==> config.mk <==
export PLATFORM = sky130hd
export DESIGN_NAME = pingpong_writer
export DESIGN_NICKNAME = d
export VERILOG_FILES = /design/src/rtl/pp_pkg.sv /design/src/rtl/pp_wm_reg.sv /design/src/rtl/pp_thread_buf.sv /design/src/rtl/pp_seq.sv /design/src/rtl/pingpong_writer.sv
export SDC_FILE = /design/constraint.sdc
export NUM_CORES = 1
export LEC_CHECK = 0
export BUFFER_PORTS_ARGS = -buffer_cell sky130_fd_sc_hd__buf_4
export CORE_ASPECT_RATIO = 2
export CORE_MARGIN = 2
export CORE_UTILIZATION = 34
export DETAILED_ROUTE_END_ITERATION = 7
export PLACE_DENSITY = 0.53
export SYNTH_ARGS = -nofsm -noshare
export SYNTH_HDL_FRONTEND = slang
export SYNTH_SLANG_ARGS = --single-unit
==> constraint.sdc <==
create_clock -name clk -period 9.15 [get_ports clk]
set_clock_uncertainty 0.15 [all_clocks]
set_input_delay 0.915 -clock clk [delete_from_list [all_inputs] [get_ports clk]]
set_output_delay 0.915 -clock clk [all_outputs]
set_load 0.02 [all_outputs]
==> src/rtl/pp_pkg.sv <==
package pp_pkg;

    typedef enum logic [1:0] {
        ST_FILL0   = 2'd0,
        ST_FILL1   = 2'd1,
        ST_SWITCH0 = 2'd2,
        ST_SWITCH1 = 2'd3
    } seq_state_e;

    // Thread a state steers the (lagging) select register towards.
    function automatic logic target_thr(input seq_state_e s);
        return (s == ST_FILL1) || (s == ST_SWITCH1);
    endfunction

endpackage

==> src/rtl/pp_wm_reg.sv <==
module pp_wm_reg #(
    parameter int WM_W = 4
) (
    input  logic            clk,
    input  logic            rst_n,
    input  logic [WM_W-1:0] wm_cfg,
    input  logic            wm_load,
    output logic [WM_W-1:0] wm_q
);

    logic first_edge;

    always_ff @(posedge clk or negedge rst_n) begin
        if (!rst_n) begin
            first_edge <= 1'b1;
            wm_q       <= '0;
        end else begin
            first_edge <= 1'b0;
            if (first_edge || wm_load) begin
                wm_q <= wm_cfg;
            end
        end
    end

endmodule

==> src/rtl/pp_thread_buf.sv <==
module pp_thread_buf #(
    parameter int DATA_W = 32,
    parameter int DEPTH  = 16,
    parameter int WM_W   = 4,
    localparam int CNT_W = $clog2(DEPTH + 1),
    localparam int PTR_W = $clog2(DEPTH)
) (
    input  logic              clk,
    input  logic              rst_n,
    input  logic              wr_en,
    input  logic [DATA_W-1:0] wr_data,
    input  logic              rd_req,
    input  logic              is_active,
    input  logic [WM_W-1:0]   wm_q,
    output logic [DATA_W-1:0] rd_data,
    output logic [CNT_W-1:0]  fill,
    output logic              ready,
    output logic              wm_hit
);

    logic [DATA_W-1:0] mem [DEPTH];
    logic [PTR_W-1:0]  wptr, rptr;
    logic [CNT_W-1:0]  cnt, cnt_nx;
    logic              locked;
    logic              wr_ok, rd_ok;
    logic [CNT_W:0]    wm_sum;

    function automatic logic [PTR_W-1:0] ptr_inc(input logic [PTR_W-1:0] p);
        return (p == PTR_W'(DEPTH - 1)) ? '0 : p + 1'b1;
    endfunction

    always_comb begin
        wr_ok  = wr_en && !locked;
        rd_ok  = rd_req && (cnt != '0);
        cnt_nx = cnt + CNT_W'(wr_ok) - CNT_W'(rd_ok);
    end

    always_ff @(posedge clk or negedge rst_n) begin
        if (!rst_n) begin
            wptr   <= '0;
            rptr   <= '0;
            cnt    <= '0;
            locked <= 1'b0;
        end else begin
            if (wr_ok) wptr <= ptr_inc(wptr);
            if (rd_ok) rptr <= ptr_inc(rptr);
            cnt <= cnt_nx;
            if (cnt_nx == CNT_W'(DEPTH)) begin
                locked <= 1'b1;
            end else if (cnt_nx == '0) begin
                locked <= 1'b0;
            end
        end
    end

    always_ff @(posedge clk) begin
        if (wr_ok) mem[wptr] <= wr_data;
    end

    // Watermark leads the switch by one word to cover the lagging select.
    always_comb begin
        wm_sum  = {1'b0, cnt} + (CNT_W + 1)'(wm_q);
        wm_hit  = is_active && (wm_sum >= (CNT_W + 1)'(DEPTH - 1));
        rd_data = mem[rptr];
        fill    = cnt;
        ready   = !locked;
    end

endmodule

==> src/rtl/pp_seq.sv <==
module pp_seq
    import pp_pkg::*;
(
    input  logic       clk,
    input  logic       rst_n,
    input  logic       wr_acc,
    input  logic [1:0] thr_wm,
    input  logic [1:0] thr_ready,
    output seq_state_e state,
    output logic       sel,
    output logic       in_ready
);

    seq_state_e nxt;

    // State register
    always_ff @(posedge clk or negedge rst_n) begin
        if (!rst_n) state <= ST_FILL0;
        else        state <= nxt;
    end

    always_comb begin
        nxt = state;
        unique case (state)
            ST_FILL0:   if (wr_acc && thr_wm[0]) nxt = ST_SWITCH1;
            ST_FILL1:   if (wr_acc && thr_wm[1]) nxt = ST_SWITCH0;
            ST_SWITCH0: if (thr_ready[0])        nxt = ST_FILL0;
            ST_SWITCH1: if (thr_ready[1])        nxt = ST_FILL1;
            default:                             nxt = ST_FILL0;
        endcase
    end

    // Outputs: registered select, handshake from state and select
    always_ff @(posedge clk or negedge rst_n) begin
        if (!rst_n) sel <= 1'b0;
        else        sel <= target_thr(state);
    end

    always_comb begin
        unique case (state)
            ST_FILL0, ST_FILL1: in_ready = 1'b1;
            ST_SWITCH0:         in_ready = sel;
            ST_SWITCH1:         in_ready = !sel;
            default:            in_ready = 1'b0;
        endcase
    end

endmodule

==> src/rtl/pingpong_writer.sv <==
module pingpong_writer
    import pp_pkg::*;
#(
    parameter int DATA_W = 32,
    parameter int DEPTH  = 16,
    parameter int WM_W   = 4
) (
    input  logic              clk,
    input  logic              rst_n,
    input  logic [DATA_W-1:0] in_data,
    input  logic              in_valid,
    output logic              in_ready,
    input  logic [WM_W-1:0]   wm_cfg,
    input  logic              wm_load,
    input  logic [1:0]        drain_req,
    input  logic              err_clr,
    output logic [DATA_W-1:0] drain_data0,
    output logic [DATA_W-1:0] drain_data1,
    output logic [1:0]        thr_ready,
    output logic [1:0]        thr_wm,
    output logic              active_thr,
    output logic              overrun
);

    localparam int NUM_THR = 2;
    localparam int CNT_W   = $clog2(DEPTH + 1);

    if (((1 << WM_W) - 1) > DEPTH) begin : g_wm_range
        $error("watermark range exceeds buffer depth");
    end

    logic [WM_W-1:0]   wm_q;
    seq_state_e        seq_st;
    logic              sel;
    logic              wr_acc;
    logic [DATA_W-1:0] rd_data  [NUM_THR];
    logic [CNT_W-1:0]  fill_cnt [NUM_THR];

    pp_wm_reg #(.WM_W(WM_W)) u_wm (
        .clk     (clk),
        .rst_n   (rst_n),
        .wm_cfg  (wm_cfg),
        .wm_load (wm_load),
        .wm_q    (wm_q)
    );

    pp_seq u_seq (
        .clk       (clk),
        .rst_n     (rst_n),
        .wr_acc    (wr_acc),
        .thr_wm    (thr_wm),
        .thr_ready (thr_ready),
        .state     (seq_st),
        .sel       (sel),
        .in_ready  (in_ready)
    );

    assign wr_acc = in_valid && in_ready;

    for (genvar g = 0; g < NUM_THR; g++) begin : g_thr
        pp_thread_buf #(
            .DATA_W (DATA_W),
            .DEPTH  (DEPTH),
            .WM_W   (WM_W)
        ) u_buf (
            .clk       (clk),
            .rst_n     (rst_n),
            .wr_en     (wr_acc && (sel == 1'(g))),
            .wr_data   (in_data),
            .rd_req    (drain_req[g]),
            .is_active (sel == 1'(g)),
            .wm_q      (wm_q),
            .rd_data   (rd_data[g]),
            .fill      (fill_cnt[g]),
            .ready     (thr_ready[g]),
            .wm_hit    (thr_wm[g])
        );
    end

    always_ff @(posedge clk or negedge rst_n) begin
        if (!rst_n) begin
            overrun <= 1'b0;
        end else if (wr_acc && !thr_ready[sel]) begin
            overrun <= 1'b1;
        end else if (err_clr) begin
            overrun <= 1'b0;
        end
    end

    assign drain_data0 = rd_data[0];
    assign drain_data1 = rd_data[1];
    assign active_thr  = sel;

endmodule

Word level (Yosys, flattened, before mapping)
Memory sizes are Yosys's and may differ from the RTL's. Cells that the tools add are included.

Memory bits (writable): 1024. Memories kept: 2. Word-level logic and storage cells: 92. Bits in registers: 37.

Magnitude comparators: 3. Equal/unequal tests: 13. $add $sub $neg: 10. Bitwise gates (word level): 1. Muxes and demuxes: 22. Reductions and logical operators: 28.

Memories: g_thr[0].u_buf.mem (depth 16, width 32, rd ports 1, clocked after Yosys merged registers in 0, wr ports 1, RTL line pp_thread_buf.sv:21) `logic [DATA_W-1:0] mem [DEPTH];`; g_thr[1].u_buf.mem (depth 16, width 32, rd ports 1, clocked after Yosys merged registers in 0, wr ports 1, RTL line pp_thread_buf.sv:21).

Operators with widths (number): adder 4 x 1 -> 4 bit (second input constant) (4); equality test 4 bit (second input constant) (4); 2-to-1 mux 4 bit (4); adder 5 x 4 -> 6 bit (2); greater-or-equal comparator 6 x 4 -> 1 bit (second input constant) (2); logical AND 1 bit (12); 2-to-1 mux 1 bit (12); adder 5 x 1 -> 5 bit (2); equality test 5 bit (second input constant) (2); zero test 5 bit (2); nonzero test 5 bit (2); subtractor 5 x 1 -> 5 bit (2); 2-to-1 mux 2 bit (4); case mux 2 bit (4 select lines) (1); nonzero test 2 bit (3); equality test 2 bit (second input constant) (2); zero test 1 bit (4); inequality test 2 x 1 -> 1 bit (second input constant) (2); inequality test 2 bit (second input constant) (2); AND reduction 4 bit (1); case mux 1 bit (3 select lines) (1); equality test 2 x 1 -> 1 bit (second input constant) (1); zero test 2 bit (1); logical OR 1 bit (2); other kinds (3) (3).

Logic depth before layout (Yosys ltp)
Gate-level depths: netlist of run 1.

Word-level depth: 11. Mapped depth: 14. Mapped depth without buffers: 14.

Hierarchy
Synthesis of run 1 repeated with hierarchy kept, for this count alone.

Cell total of the unflattened synthesis: 1853. Area, all modules: 40824.2 um2.

Modules (own cells, without submodules): pp_thread_buf (g_thr[1].u_buf) (cells an instance 906, area each 20151.8 um2, times used 1, seq. area each 15725.1 um2); pp_thread_buf (g_thr[0].u_buf) (cells an instance 905, area each 20138.1 um2, times used 1, seq. area each 15725.1 um2); pp_seq (cells an instance 22, area each 257.7 um2, times used 1, seq. area each 75.1 um2); pp_wm_reg (cells an instance 11, area each 201.4 um2, times used 1, seq. area each 126.4 um2); pingpong_writer (cells an instance 9, area each 75.1 um2, times used 1, seq. area each 25.0 um2).

Least setup slack after synthesis of run 1
Ideal clock, no wire load.

Kind: input port to flip-flop. From: input port in_valid. To: memory g_thr[0].u_buf.mem[0][0], enable pin. Setup time: 0.461 ns. Path slack: 4.877 ns. Buffers on the path: 1. Data arrival time: 3.662 ns. Stages: 5. Cell sequence: nand2b_1 -> nor3_1 -> buf_2 -> nand2_1 -> nor3_1.

Cells in the longest elaborated chain, start to end: 5.

Ends and longest elaborated chain: start, declared (RTL line pingpong_writer.sv:11) `input logic in_valid,`; logical AND 1 bit (RTL line pingpong_writer.sv:58) `assign wr_acc = in_valid && in_ready;`; logical AND 1 bit (RTL line pingpong_writer.sv:68) `.wr_en (wr_acc && (sel == 1'(g))),`; logical AND 1 bit (RTL line pp_thread_buf.sv:33) `wr_ok = wr_en && !locked;`; net g_thr[0].u_buf.wr_ok (RTL line pp_thread_buf.sv:25) `logic wr_ok, rd_ok;`; 2-to-1 mux 1 bit (RTL line pp_thread_buf.sv:57) `if (wr_ok) mem[wptr] <= wr_data;`; 2-to-1 mux 1 bit (implied by the code) (RTL line pp_thread_buf.sv:57); end, declared (RTL line pp_thread_buf.sv:21).

The timed path passes the listed nets, and every way through them passes these cells.

Worst setup path after layout of run 1
From: register g_thr[0].u_buf.rptr[0]. To: output port drain_data0[29].

Cells in the longest elaborated chain, start to end: 1.

Ends and longest elaborated chain: start, declared (RTL line pp_thread_buf.sv:22) `logic [PTR_W-1:0] wptr, rptr;`; start signal, assigned (RTL line pp_thread_buf.sv:46) `if (rd_ok) rptr <= ptr_inc(rptr);`; memory read (16 x 32 bit); end, declared (RTL line pingpong_writer.sv:17) `output logic [DATA_W-1:0] drain_data0,`.

No other way between the ends.

==> flow_summary.json, run 1 <==
{
  "vias_per_cell": 5.248,
  "place.gp.congestion": 0.7243,
  "setup_viol": 0,
  "status": "finished clean",
  "tns_ns": 0,
  "cts_tree": "yes",
  "die_area_mm2": 0.1262,
  "synth_area_mm2": 0.04189,
  "worst_skew_pair.late_latency_ns": 0.68,
  "cp_max_fo": 56,
  "maxCapViolations": 0,
  "cts-buffers-inserted": 100,
  "hpwl_um": 51000,
  "grt_start_max_net_pins": 112,
  "async_flop_share_pct": 3.487,
  "io_pins": 114,
  "nets": 2429,
  "path_class": "flip-flop to primary output",
  "rr_worst_depth": 8,
  "die_height_um": 500.4,
  "dieWidth_um": 252.2,
  "cp.required_ns": 8.09,
  "final.period_utilization_pct": 54.63,
  "fmax_ghz": 0.2001,
  "dr.pass1.iters": 5,
  "h-tree-depth": 3,
  "overflow": 0,
  "path_clk_slew_ns": 0.06,
  "endpoint": "drain_data0[29]",
  "coreArea_mm2": 0.1225,
  "ys_ff_latch": 1061,
  "antenna_found_initial": 5,
  "synth_area_per_cell_um2": 19.02,
  "power_density_mw_per_mm2": 306.1,
  "routed_wirelength_um": 100200,
  "r2r_start": "u_seq.state[0]",
  "min_period_ns": 4.998,
  "drc": 0,
  "area_delta_synth_final_pct": 13.95,
  "slew_violations": 0,
  "leakagePower_uw": 0.01579,
  "grt_pass1_wl_um": 146500,
  "critPathCaptureType": "primary output",
  "hp-class": "input pin to asynchronous set/reset pin",
  "rows": 182,
  "cts.sinks": 1061,
  "drtAntennaViolNets": 0,
  "vias": 20933,
  "ys.flop_type": "edfxtp_1",
  "synth_edf_count": 1024,
  "grt_pass1_vias": 21589,
  "drt_iter0_markers": 1774,
  "synth_cell_types": 51,
  "max-vdd-ir-drop_mv": 0.2242,
  "r2r_slack_ns": 5.34,
  "cts_resized": 0,
  "max-clock-path-buffers": 3,
  "grt_setup_unrepaired": "no",
  "cts_hold_buf": 0,
  "cp-start-kind": "flip-flop",
  "rr_endpoint": "g_thr[0].u_buf.mem[3][0]",
  "place_area_mm2": 0.04457,
  "final_area_mm2": 0.04773,
  "initial_core_util_pct": 34.19,
  "grtUsageTotal_pct": 15.80,
  "crit_path_start": "g_thr[0].u_buf.rptr[0]",
  "critPathArrivalTime_ns": 3.93,
  "cts_root_buf": "clkbuf_16",
  "synth_nets": 2283,
  "postCtsSetupBuffers": 0,
  "portBuffers": 113,
  "synth_warnings": 0,
  "hold_viol": 0,
  "ys_seq_area_share_pct": 75.62,
  "worstMarginPinSlew_ns": 1.251,
  "synth_cells": 2202,
  "drive_above_1_share_pct": 22.25,
  "slew_headroom_pct": 16.11,
  "wl_per_cell_um": 25.12
}
-- where the power goes --
part | leakage, µW | total [µW] | internal, µW | switching, µW
clock | 0.00153 | 4040 | 2270 | 1780
sequential | 0.00965 | 5870 | 5560 | 303
combinational | 0.00461 | 4700 | 1910 | 2790
total | 0.0158 | 14600 | 9740 | 4870
-- routing by layer --
metal	GRT usage (%)	share of wire, %
met1	22.05	45
met2	26.09	48
met3	2.227	5.1
met4	3.867	1.8
met5	0	0.030
-- critical path: stages, from the launching register on --
cell     delay [ns]
dfrtp_4        1.10
buf_4          0.88
mux2_2         0.41
o21ai_0        0.14
a21oi_1        0.08
o21ai_0        0.19
nand2_1        0.19
buf_4          0.21
-- sequential cells by signal, summed over array words and instances, names as in the netlist --
name and cells:
u_seq.state 2, u_seq.sel 1, u_wm.first_edge 1, overrun 1
u_wm.wm_q 4, g_thr.u_buf.wptr 8, g_thr.u_buf.mem 1024, g_thr.u_buf.fill 10
g_thr.u_buf.rptr 8, g_thr.u_buf.locked 2
-- layout by cell type, fill, tap and decap left out, drive strengths merged, types with 3 or more instances in the layout --
cell type,netlist,final
mux2,62,62
edfxtp,1024,1024
nand4,3,3
nor3,11,11
nand2b,4,4
nand3b,3,3
bufinv,0,7
o21ai,135,135
buf,73,162
a21oi,75,75
mux2i,205,205
and2,11,11
nand2,104,104
dfrtp,36,36
a31oi,3,3
xnor2,10,10
fa,4,4
nor2b,6,6
ha,34,34
nand3,6,6
clkbuf,45,132
a22oi,65,65
a21o,4,4
a221oi,65,65
mux4,128,128
nor4,3,3
nor2,27,27
xor2,4,4
clkinv,0,31
inv,33,38
o41ai,3,3
-- stage by stage --
step | power (µW) | hold WS, ns | util, % | setup WS, ns | cells
floorplan | 9112 | 0.3585 | - | 4.877 | 2202
global placement | 10670 | 0.3866 | 36.38 | 4.784 | 3810
detailed placement | 10700 | 0.3735 | 36.38 | 4.792 | 3810
CTS | 14750 | 0.08987 | 38.96 | 4.058 | 3987
global route | 15310 | 0.1245 | 38.96 | 3.859 | 3987
finish | 14610 | 0.1105 | 38.96 | 4.152 | 3989
-- cell usage after synthesis (4+ instances only) --
master    instances  area, µm²
a21o_1            4      30.03
a21oi_1          74      370.4
a221oi_1         64      560.5
a22oi_1          65      488.0
and2_1           11      68.82
buf_1             5      18.77
buf_2            28      140.1
buf_4            19      142.6
buf_6            21      236.5
clkbuf_1         45      168.9
dfrtp_1          36      900.9
edfxtp_1       1024      30750
fa_1              4      80.08
ha_1             34      425.4
inv_1            33      123.9
mux2_2           62      698.2
mux2i_1         205       2052
mux4_2          128       2883
nand2_1         104      390.4
nand2b_1          4      25.02
nand3_1           6      30.03
nor2_1           26      97.59
nor2b_1           6      37.54
nor3_1           11      55.05
o21ai_0         134      670.6
xnor2_1          10      87.58
xor2_1            4      35.03
-- kinds of logic after synthesis --
kind of cell,Yosys count,share of synthesized area (%)
adders and majority gates,38,1.207
muxes,395,13.45
xor gates and xnor gates,14,0.2927
and+or+nand+nor,185,1.983
AOI/OAI and AO/OA,357,5.454
other,1,0.008953
buffers and inverters,151,1.983
DFF,1061,75.62
-- cell type report --
type,count,area [µm²]
Antenna cell,2,5.005
Clock buffer,132,2684
Sequential cell,1061,31690
Fill cell,11144,74780
Tap cell,1564,1957
Inverter,33,123.9
Multi-Input combinational cell,990,9570
Timing Repair Buffer,162,1229
Clock inverter,45,467.9
-- how the worst min path moves through the flow --
| stage | startpoint | to | depth (start not counted) | slack [ns] |
|---|---|---|---|---|
| after floorplan | g_thr[1].u_buf.wptr[2] | g_thr[1].u_buf.wptr[2] | 1 | 0.36 |
| after global placement | overrun | overrun | 2 | 0.39 |
| after detailed placement | overrun | overrun | 2 | 0.37 |
| after CTS | rst_n | g_thr[0].u_buf.rptr[1] | 1 | 0.09 |
| after global routing | rst_n | g_thr[0].u_buf.rptr[1] | 1 | 0.12 |
| final | rst_n | g_thr[0].u_buf.rptr[1] | 1 | 0.11 |
Note: power is estimated with default switching activity, not from simulation.
==> run 2, diff against run 1 <==
--- a/config.mk
+++ b/config.mk
@@ -10,7 +10,7 @@
 export CORE_MARGIN = 2
 export CORE_UTILIZATION = 34
 export DETAILED_ROUTE_END_ITERATION = 7
-export PLACE_DENSITY = 0.53
+export PLACE_DENSITY = 0.54
 export SYNTH_ARGS = -nofsm -noshare
 export SYNTH_HDL_FRONTEND = slang
 export SYNTH_SLANG_ARGS = --single-unit
==> constraint.sdc (replaced) <==
create_clock -name clk -period 4.1 [get_ports clk]
set_clock_uncertainty 0.15 [all_clocks]
set_input_delay 0.41 -clock clk [delete_from_list [all_inputs] [get_ports clk]]
set_output_delay 0.41 -clock clk [all_outputs]
set_load 0.02 [all_outputs]
==> run 2 against run 1 <==
Net effect:
- setup slack worse by 3.7 ns
- non-clock buffer count rose by 74
- global-route usage down 0.28 points
- sequential power grew 120%
- total power is 120% higher
- first-iteration DRC count fell by 9.5%
- critical endpoint is now drain_data1[29]
- hold slack worse by 0.059 ns
- combinational power grew 130%
- sequential share of layout area is 1.1 points lower
- die area stayed put
- core utilization rose by 0.67 points
==> flow_summary.json, run 2 (synthesis results as in run 1) <==
{
  "max-clock-path-buffers": 3,
  "intPower_uw": 21880,
  "hold_depth": 1,
  "path_class": "flip-flop to primary output",
  "place.gp.congestion": 0.7356,
  "dieWidth_um": 252.2,
  "drt_iter0_markers": 1606,
  "portBuffers": 113,
  "fillers": 11018,
  "wl_per_cell_um": 24.22,
  "max-vdd-ir-drop_mv": 0.5981,
  "critPathCaptureType": "primary output",
  "cts_hold_buf": 42,
  "hold_start": "in_data[6]",
  "initial_core_util_pct": 34.19,
  "area_delta_synth_final_pct": 15.92,
  "grtUsageTotal_pct": 15.52,
  "fin_util_pct": 39.63,
  "p_sw_share_pct": 33.27,
  "grt_start_max_net_pins": 60,
  "hpwl_um": 55920,
  "cts_tree": "yes",
  "h-tree-depth": 3,
  "min_period_ns": 3.693,
  "grt_pass1_vias": 21514,
  "worst_skew_pair.late_latency_ns": 0.68,
  "pwr-share-seq_pct": 39.7,
  "grt_pass1_wl_um": 144900,
  "io_pins": 114,
  "overflow": 0,
  "worstMarginPinSlew_ns": 1.006,
  "postCtsSetupBuffers": 0,
  "r2r_slack_ns": 1.00,
  "antenna_found_initial": 3,
  "cts.sinks": 1061,
  "cp.required_ns": 3.54,
  "final_cell_mix": "edfxtp_1, mux2i_1, buf_4, o21ai_0, mux4_2",
  "maxCapViolations": 0,
  "die_area_mm2": 0.1262,
  "cp-start-kind": "flip-flop",
  "slew_headroom_pct": 32.77,
  "pwr-share-comb_pct": 33.2,
  "drtAntennaViolNets": 0,
  "setup_viol": 0,
  "drive_above_1_share_pct": 22.93,
  "tns_ns": 0,
  "nets": 2502,
  "cts_root_buf": "clkbuf_16",
  "regMostFlops": "g_thr.u_buf.mem",
  "p_switching_uw": 10910,
  "fmax_ghz": 0.2708,
  "largest_reg_flops": 1024,
  "leakagePower_uw": 0.01616,
  "rr_worst_depth": 14,
  "die_height_um": 500.4,
  "critPathArrivalTime_ns": 3.13,
  "final_common_cell": "edfxtp_1",
  "cp_max_fo": 59,
  "vias": 21210,
  "rows": 182,
  "coreArea_mm2": 0.1225,
  "rr_endpoint": "g_thr[1].u_buf.locked",
  "vias_per_cell": 5.218,
  "hp-class": "input pin to flip-flop",
  "power_density_mw_per_mm2": 675.4,
  "clkPwrFrac_pct": 27.1,
  "cts_resized": 0,
  "dr.pass1.iters": 5,
  "status": "finished clean",
  "path_clk_slew_ns": 0.07,
  "r2r_start": "g_thr[1].u_buf.fill[3]",
  "final.period_utilization_pct": 90.08,
  "grt_setup_unrepaired": "no",
  "drc": 0,
  "cts-buffers-inserted": 99,
  "routed_wirelength_um": 98450,
  "hold_viol": 0,
  "hold_path_end": "g_thr[0].u_buf.mem[0][6]",
  "slew_violations": 0
}
==> run 2: area by class of cell <==
type                            instances  area (µm²)  area share [%]
Sequential cell                      1061       31700           65.28
Multi-Input combinational cell        990        9587           19.74
Clock buffer                          122        2628           5.411
Timing Repair Buffer                  236        2077           4.278
Tap cell                             1564        1957           4.030
Clock inverter                         57       483.0          0.9947
Inverter                               33       123.9          0.2551
Antenna cell                            2       5.005         0.01031
==> run 2: critical path, cell delays in order, from the launching register on <==
cell and delay [ns]:
dfrtp_4 0.55, buf_4 0.81, mux4_2 0.45, a22oi_1 0.20, nand2_1 0.20, buf_4 0.22
==> run 2: power by group through the flow <==
stage,combinational (µW),clock (µW),sequential [µW]
after floorplan,7530,0,12800
after global placement,10900,0,13200
after detailed placement,10900,0,13200
after CTS,11000,9140,13000
after global routing,11700,9530,13100
final,10900,8900,13000
==> run 2: routing by layer <==
layer | track usage, % | vias to the layer above | wire length, µm
met1 | 22.36 | 11161 | 45280
met3 | 2.222 | 132 | 4958
met4 | 4.292 | 4 | 1914
met2 | 24.58 | 549 | 46280
met5 | 0 | - | 21
li1 | - | 9364 | -
==> run 2: worst max path at each step <==
stage                                start                        end  slack, ns  cells after the start
floorplan                   u_seq.state[0]   g_thr[1].u_buf.mem[4][0]      -0.05                      6
global placement    g_thr[1].u_buf.fill[2]      g_thr[1].u_buf.locked       0.95                     12
detailed placement          u_seq.state[0]  g_thr[1].u_buf.mem[8][11]       1.01                      8
CTS                 g_thr[1].u_buf.rptr[1]            drain_data1[29]       0.31                      5
global route        g_thr[1].u_buf.rptr[1]            drain_data1[31]       0.27                      7
finish              g_thr[1].u_buf.rptr[1]            drain_data1[29]       0.41                      5
==> run 2: through the flow <==
step	hold WS (ns)	setup WS [ns]	total power [µW]	instance area, µm²	instances
finish	0.05156	0.4066	32790	48560	4065
detailed placement	0.3209	1.011	24160	45020	3842
global route	0.04260	0.2706	34330	48550	4064
floorplan	-0.03559	-0.04640	20340	41900	2202
CTS	0.002276	0.3135	33150	48550	4063
global placement	0.3128	0.9524	24090	45020	3842
